==> config.mk <==
export PLATFORM = sky130hd
export DESIGN_NAME = octant_coil_codegen
export DESIGN_NICKNAME = d
export VERILOG_FILES = /design/src/rtl/coil_pkg.sv /design/src/rtl/coil_octant_decode.sv /design/src/rtl/coil_ramp.sv /design/src/rtl/coil_channel.sv /design/src/rtl/octant_coil_codegen.sv
export SDC_FILE = /design/constraint.sdc
export NUM_CORES = 1
export LEC_CHECK = 0
export BUFFER_PORTS_ARGS = -buffer_cell sky130_fd_sc_hd__buf_2
export CAP_MARGIN = 20
export CORE_MARGIN = 2
export CORE_UTILIZATION = 49
export DETAILED_ROUTE_END_ITERATION = 16
export GPL_TIMING_DRIVEN = 0
export HOLD_SLACK_MARGIN = 0.1
export MAX_ROUTING_LAYER = met4
export PLACE_DENSITY = 0.77
export SYNTH_ARGS = -nofsm -noshare
export SYNTH_HDL_FRONTEND = slang
export SYNTH_SLANG_ARGS = --single-unit
==> constraint.sdc <==
create_clock -name clk -period 0.9 [get_ports clk]
set_input_delay 0.135 -clock clk [delete_from_list [all_inputs] [get_ports clk]]
set_output_delay 0.135 -clock clk [all_outputs]
set_load 0.02 [all_outputs]
==> src/rtl/coil_pkg.sv <==
package coil_pkg;

   // Control fields decoded from the octant index
   typedef struct packed {
      logic sin_varies;  // 1: sine coil ramps, cosine coil at full scale
      logic rising;      // 1: magnitude grows with step
      logic sin_neg;
      logic cos_neg;
   } octant_ctl_t;

   localparam int unsigned OCT_W = 3;

endpackage

==> src/rtl/coil_octant_decode.sv <==
module coil_octant_decode
   import coil_pkg::*;
(
   input  logic [OCT_W-1:0] octant_i,
   output octant_ctl_t      ctl_o
);

   always_comb begin
      ctl_o.rising     = ~octant_i[0];
      ctl_o.sin_varies = ~(octant_i[0] ^ octant_i[1]);
      ctl_o.sin_neg    = octant_i[2];
      ctl_o.cos_neg    = octant_i[2] ^ octant_i[1];
   end

endmodule

==> src/rtl/coil_ramp.sv <==
module coil_ramp #(
   parameter int unsigned FRAC_W = 7,
   localparam int unsigned MAG_W = FRAC_W + 2
) (
   input  logic [FRAC_W-1:0] step_i,
   input  logic              rising_i,
   output logic [MAG_W-1:0]  mag_o
);

   // 2*step+1 when rising, (2^(FRAC_W+1)-1) - 2*step when falling
   logic [FRAC_W:0] odd_val;

   always_comb begin
      odd_val = rising_i ? {step_i, 1'b1} : {~step_i, 1'b1};
      mag_o   = {1'b0, odd_val};
   end

endmodule

==> src/rtl/coil_channel.sv <==
module coil_channel
   import coil_pkg::*;
#(
   parameter int unsigned FRAC_W = 7,
   parameter bit          IS_SIN = 1'b1,
   localparam int unsigned MAG_W = FRAC_W + 2
) (
   input  logic              clk,
   input  logic              rst_n,
   input  logic              load_i,
   input  logic              enable_i,
   input  logic [FRAC_W-1:0] step_i,
   input  octant_ctl_t       ctl_i,
   output logic              neg_o,
   output logic [MAG_W-1:0]  mag_o
);

   localparam logic [MAG_W-1:0] FULL = MAG_W'(1) << (FRAC_W + 1);

   logic             varies;
   logic             sign_nx;
   logic [MAG_W-1:0] ramp_mag;
   logic [MAG_W-1:0] mag_nx;
   logic [MAG_W-1:0] mag_q;
   logic             neg_q;

   generate
      if (IS_SIN) begin : g_sin
         assign varies  = ctl_i.sin_varies;
         assign sign_nx = ctl_i.sin_neg;
      end else begin : g_cos
         assign varies  = ~ctl_i.sin_varies;
         assign sign_nx = ctl_i.cos_neg;
      end
   endgenerate

   coil_ramp #(.FRAC_W(FRAC_W)) u_ramp (
      .step_i   (step_i),
      .rising_i (ctl_i.rising),
      .mag_o    (ramp_mag)
   );

   assign mag_nx = varies ? ramp_mag : FULL;

   always_ff @(posedge clk or negedge rst_n) begin
      if (!rst_n) begin
         mag_q <= '0;
         neg_q <= 1'b0;
      end else if (load_i) begin
         mag_q <= mag_nx;
         neg_q <= sign_nx;
      end
   end

   assign mag_o = enable_i ? mag_q : '0;
   assign neg_o = enable_i & neg_q;


   hold_chk: assert property (@(posedge clk) disable iff (!rst_n)
      !load_i |=> ($stable(mag_q) && $stable(neg_q)));


   gate_chk: assert property (@(posedge clk) disable iff (!rst_n)
      !enable_i |-> (mag_o == '0 && !neg_o));


   range_chk: assert property (@(posedge clk) disable iff (!rst_n)
      mag_q <= FULL);


   odd_chk: assert property (@(posedge clk) disable iff (!rst_n)
      load_i |=> (mag_q == FULL || mag_q[0]));

endmodule

==> src/rtl/octant_coil_codegen.sv <==
module octant_coil_codegen
   import coil_pkg::*;
#(
   parameter int unsigned FRAC_W = 7,
   localparam int unsigned MAG_W = FRAC_W + 2,
   localparam int unsigned ANG_W = FRAC_W + OCT_W
) (
   input  logic             clk,
   input  logic             rst_n,
   input  logic             load_i,
   input  logic             enable_i,
   input  logic [ANG_W-1:0] angle_i,
   output logic             sin_neg_o,
   output logic [MAG_W-1:0] sin_mag_o,
   output logic             cos_neg_o,
   output logic [MAG_W-1:0] cos_mag_o
);

   localparam logic [MAG_W-1:0] FULL = MAG_W'(1) << (FRAC_W + 1);

   generate
      if (FRAC_W < 2 || FRAC_W > 12) begin : g_bad_cfg
         $error("octant_coil_codegen: FRAC_W out of range");
      end
   endgenerate

   octant_ctl_t      ctl;
   logic [1:0]       neg_w;
   logic [MAG_W-1:0] mag_w [2];

   coil_octant_decode u_dec (
      .octant_i (angle_i[ANG_W-1 -: OCT_W]),
      .ctl_o    (ctl)
   );

   generate
      for (genvar ch = 0; ch < 2; ch++) begin : g_ch
         coil_channel #(
            .FRAC_W (FRAC_W),
            .IS_SIN (ch == 0)
         ) u_ch (
            .clk      (clk),
            .rst_n    (rst_n),
            .load_i   (load_i),
            .enable_i (enable_i),
            .step_i   (angle_i[FRAC_W-1:0]),
            .ctl_i    (ctl),
            .neg_o    (neg_w[ch]),
            .mag_o    (mag_w[ch])
         );
      end
   endgenerate

   assign sin_neg_o = neg_w[0];
   assign sin_mag_o = mag_w[0];
   assign cos_neg_o = neg_w[1];
   assign cos_mag_o = mag_w[1];


   one_var_chk: assert property (@(posedge clk) disable iff (!rst_n)
      load_i |=> (!enable_i || ((sin_mag_o == FULL) != (cos_mag_o == FULL))));


   sin_sign_chk: assert property (@(posedge clk) disable iff (!rst_n)
      load_i |=> (!enable_i || (sin_neg_o == $past(angle_i[ANG_W-1]))));

endmodule

==> flow_summary.yaml <==
min_path:
  worstHoldStart: "angle_i[3]"
  holdPathEnd: "g_ch[0].u_ch.mag_q[4]$_DFFE_PN0P_"
  hold_depth: 3
  hold_path.class: "input port to flop"
timing:
  slew_headroom_pct: 73.11
  drv_slew: 0
  layout_setup_ws_ns: -0.3215
  rsz0062_at_grt: "true"
  finalSetupTns_ns: -4.512
  finClkSkew_ns: 0
  min_period_over_period_pct: 135.7
  hold_viol: 0
  setup_viol: 21
  whs_ns: 0.1553
  tightest_slew_ns: 0.4033
  timing.final.crit_period_ns: 1.222
  max_freq_ghz: 0.8187
clock_tree:
  cts_buffer_depth: 2
  cts_tree: "yes"
  cts-root-buf: "clkbuf_4"
  htree_levels: 1
  numCtsBuffers: 3
  cts.clk_slew.worst_paths_ns: 0.11
  clkSinkCount: 18
  clk-insertion-delay-late_ns: 0.30
synthesis:
  synth.most_common_cell: "nand2b_1"
  syn-cell-area_sq_mm: 0.001010
  synth_cell_types: 21
  synth_nets: 112
  ys_warn_count: 0
  seq_area_frac_synth_pct: 44.61
  syn_avg_cell_area_sq_um: 10.30
  synth_area_leader_cell: "dfrtp_1"
  synth_flop_cell: "dfrtp_1"
  synth_async_sr_flop_share_pct: 100.0
  synth_top_area_share_pct: 44.61
  synth_edf_count: 0
  synthTopCellsByCount: "nand2b_1, and2_1, dfrtp_1"
  synth_seq_cells: 18
  synth_area_leaders: "dfrtp_1, nand2b_1, and2_1, o221ai_1, o221ai_2"
  postSynthCellCount: 98
power:
  irDropWorstVdd_uv: 824.7
  sw_frac_of_total_pct: 28.89
  netSwitchingPower_w: 0.0006290
  power_frac_comb_pct: 33.8
  p_int_w: 0.001549
  p_leak_nw: 0.7823
  clkPwrFrac_pct: 23.6
  p_per_area_mw_per_mm2: 1335
  seqPwrFrac_pct: 42.6
grt:
  grt_usage_pct: 22.59
  antenna_found_initial: 0
  grt_max_degree: 19
  grt_overflow: 0
  grt_pass1_vias: 907
  grt_pass1_wl_um: 4126
worst_setup_path:
  r2r_cells: 4
  timing_worst_setup_path_type: "flop to primary output"
  critPathArrivalTime_ns: 1.09
  cp-end-kind: "primary output"
  r2r-end: "g_ch[1].u_ch.mag_q[7]$_DFFE_PN0P_"
  required_ns: 0.76
  worst_r2r_startpoint: "g_ch[1].u_ch.mag_q[7]$_DFFE_PN0P_"
  startpoint_type: "flop"
  cp_max_fo: 2
  ff2ff_setup_slack_ns: -0.02
place:
  portBuffers: 33
  place_area_sq_mm: 0.001210
  routabilityCongestion: 0.8139
  place_ws_ns: -0.2989
  hpwlAfterDp_um: 1592
die:
  core-area_sq_mm: 0.001962
  rows: 16
  start_util_pct: 51.47
  die_w_um: 49.40
  num_io_pins: 34
  fp.dieH_um: 49.40
  dieArea_sq_mm: 0.002440
routing:
  first_iter_violations: 13
  drc: 0
  wl_per_cell_um: 14.71
  first_pass_iters: 4
  vias: 971
  totalWireLength_um: 2662
  via_per_inst: 5.365
  ant_nets: 0
cells_and_area:
  antenna_cells: 0
  nNetsFinal: 169
  post-route-cell-area_sq_mm: 0.001632
  drive_gt1_share_pct: 60.39
  nFillCells: 123
  area_growth_pct: 61.59
flow_run:
  maxCapViolCount: 0
status:
  run_status: "finished, violations left"
  violations: "setup timing"
## power by group through the flow
stage                     clock network [W]  registers (W)  logic [W]
after global routing               0.000562       0.000933   0.000790
after floorplan                           0       0.000926   0.000294
after detailed placement                  0       0.000937   0.000444
after CTS                          0.000511       0.000923   0.000625
after global placement                    0       0.000932   0.000437
final                              0.000514       0.000927   0.000737
## critical path: stages, from the launching register on
cell,delay [ns]
dfrtp_1,0.40
and2_4,0.16
buf_6,0.10
buf_6,0.12
## registers in the layout, summed over array words and instances (netlist names)
name             cells
g_ch.u_ch.mag_q     16
g_ch.u_ch.neg_q      2
## cell families (layout without fill, tap and decap cells)
kind of cell / Yosys count / in the layout / share of synthesized area, %
XOR/XNOR: 1 / 1 / 0.8676
buffers and inverters: 6 / 62 / 4.212
AND/OR/NAND/NOR: 55 / 55 / 33.83
flip-flops: 18 / 18 / 44.61
multiplexers: 1 / 1 / 1.115
AO/OA/AOI/OAI: 17 / 17 / 15.37
## cells in the final DEF (no fill, tap or decap)
master,Yosys,routed
a21oi_1,1,1
a31o_1,1,1
a31oi_1,1,1
and2_4,0,18
buf_2,0,13
buf_4,3,15
buf_6,1,26
clkbuf_2,1,2
clkbuf_4,0,3
clkbuf_8,0,1
dfrtp_1,18,18
dlygate4sd3_1,0,2
mux2_2,1,1
nand2_1,5,5
nand2_2,1,1
nand2b_1,24,20
nand2b_2,2,2
nand2b_4,1,5
nor2_1,2,2
nor2b_1,1,1
o221ai_1,12,9
o221ai_2,2,5
or2_4,1,1
xnor2_1,1,1
## metal layers
layer	vias up	global-route usage (%)	wire, um
met2	37	37.61	1451
met1	467	28.82	1028
li1	458	-	-
met4	0	6.944	69
met5	-	-	0
met3	9	2.761	113
## final cells by class
class	instances	area [sq um]	area share, %
Clock buffer	4	36.28	2.224
Multi-Input combinational cell	74	610.6	37.42
Sequential cell	18	450.4	27.61
Buffer	6	51.30	3.144
Tap cell	27	33.78	2.071
Timing Repair Buffer	52	449.2	27.53
## through the flow
step / cells / utilization, % / total power [W]
2_1_floorplan: 98 / - / 0.001220
3_3_place_gp: 158 / 61.67 / 0.001369
3_5_place_dp: 158 / 61.67 / 0.001381
4_1_cts: 173 / 76.28 / 0.002060
5_1_grt: 181 / 83.16 / 0.002286
6_report: 181 / 83.16 / 0.002178
## worst max-delay path by stage
stage / cells after the start / to / start
2_1_floorplan: 2 / sin_mag_o[0] / g_ch[0].u_ch.mag_q[0]$_DFFE_PN0P_
3_3_place_gp: 5 / sin_mag_o[8] / enable_i
3_5_place_dp: 5 / sin_mag_o[8] / enable_i
4_1_cts: 3 / sin_mag_o[0] / g_ch[0].u_ch.mag_q[0]$_DFFE_PN0P_
5_1_grt: 3 / sin_mag_o[8] / g_ch[1].u_ch.mag_q[0]$_DFFE_PN0P_
6_report: 3 / sin_mag_o[8] / g_ch[1].u_ch.mag_q[0]$_DFFE_PN0P_
## timing repair
item	in CTS	in global routing
endpoints found under the setup margin	20	20
cloned	0	0
hold endpoints to repair	19	0
buffers inserted	9	8
gates resized for setup	56	15
hold buffers	2	0
(Power assumes the default switching activity.)
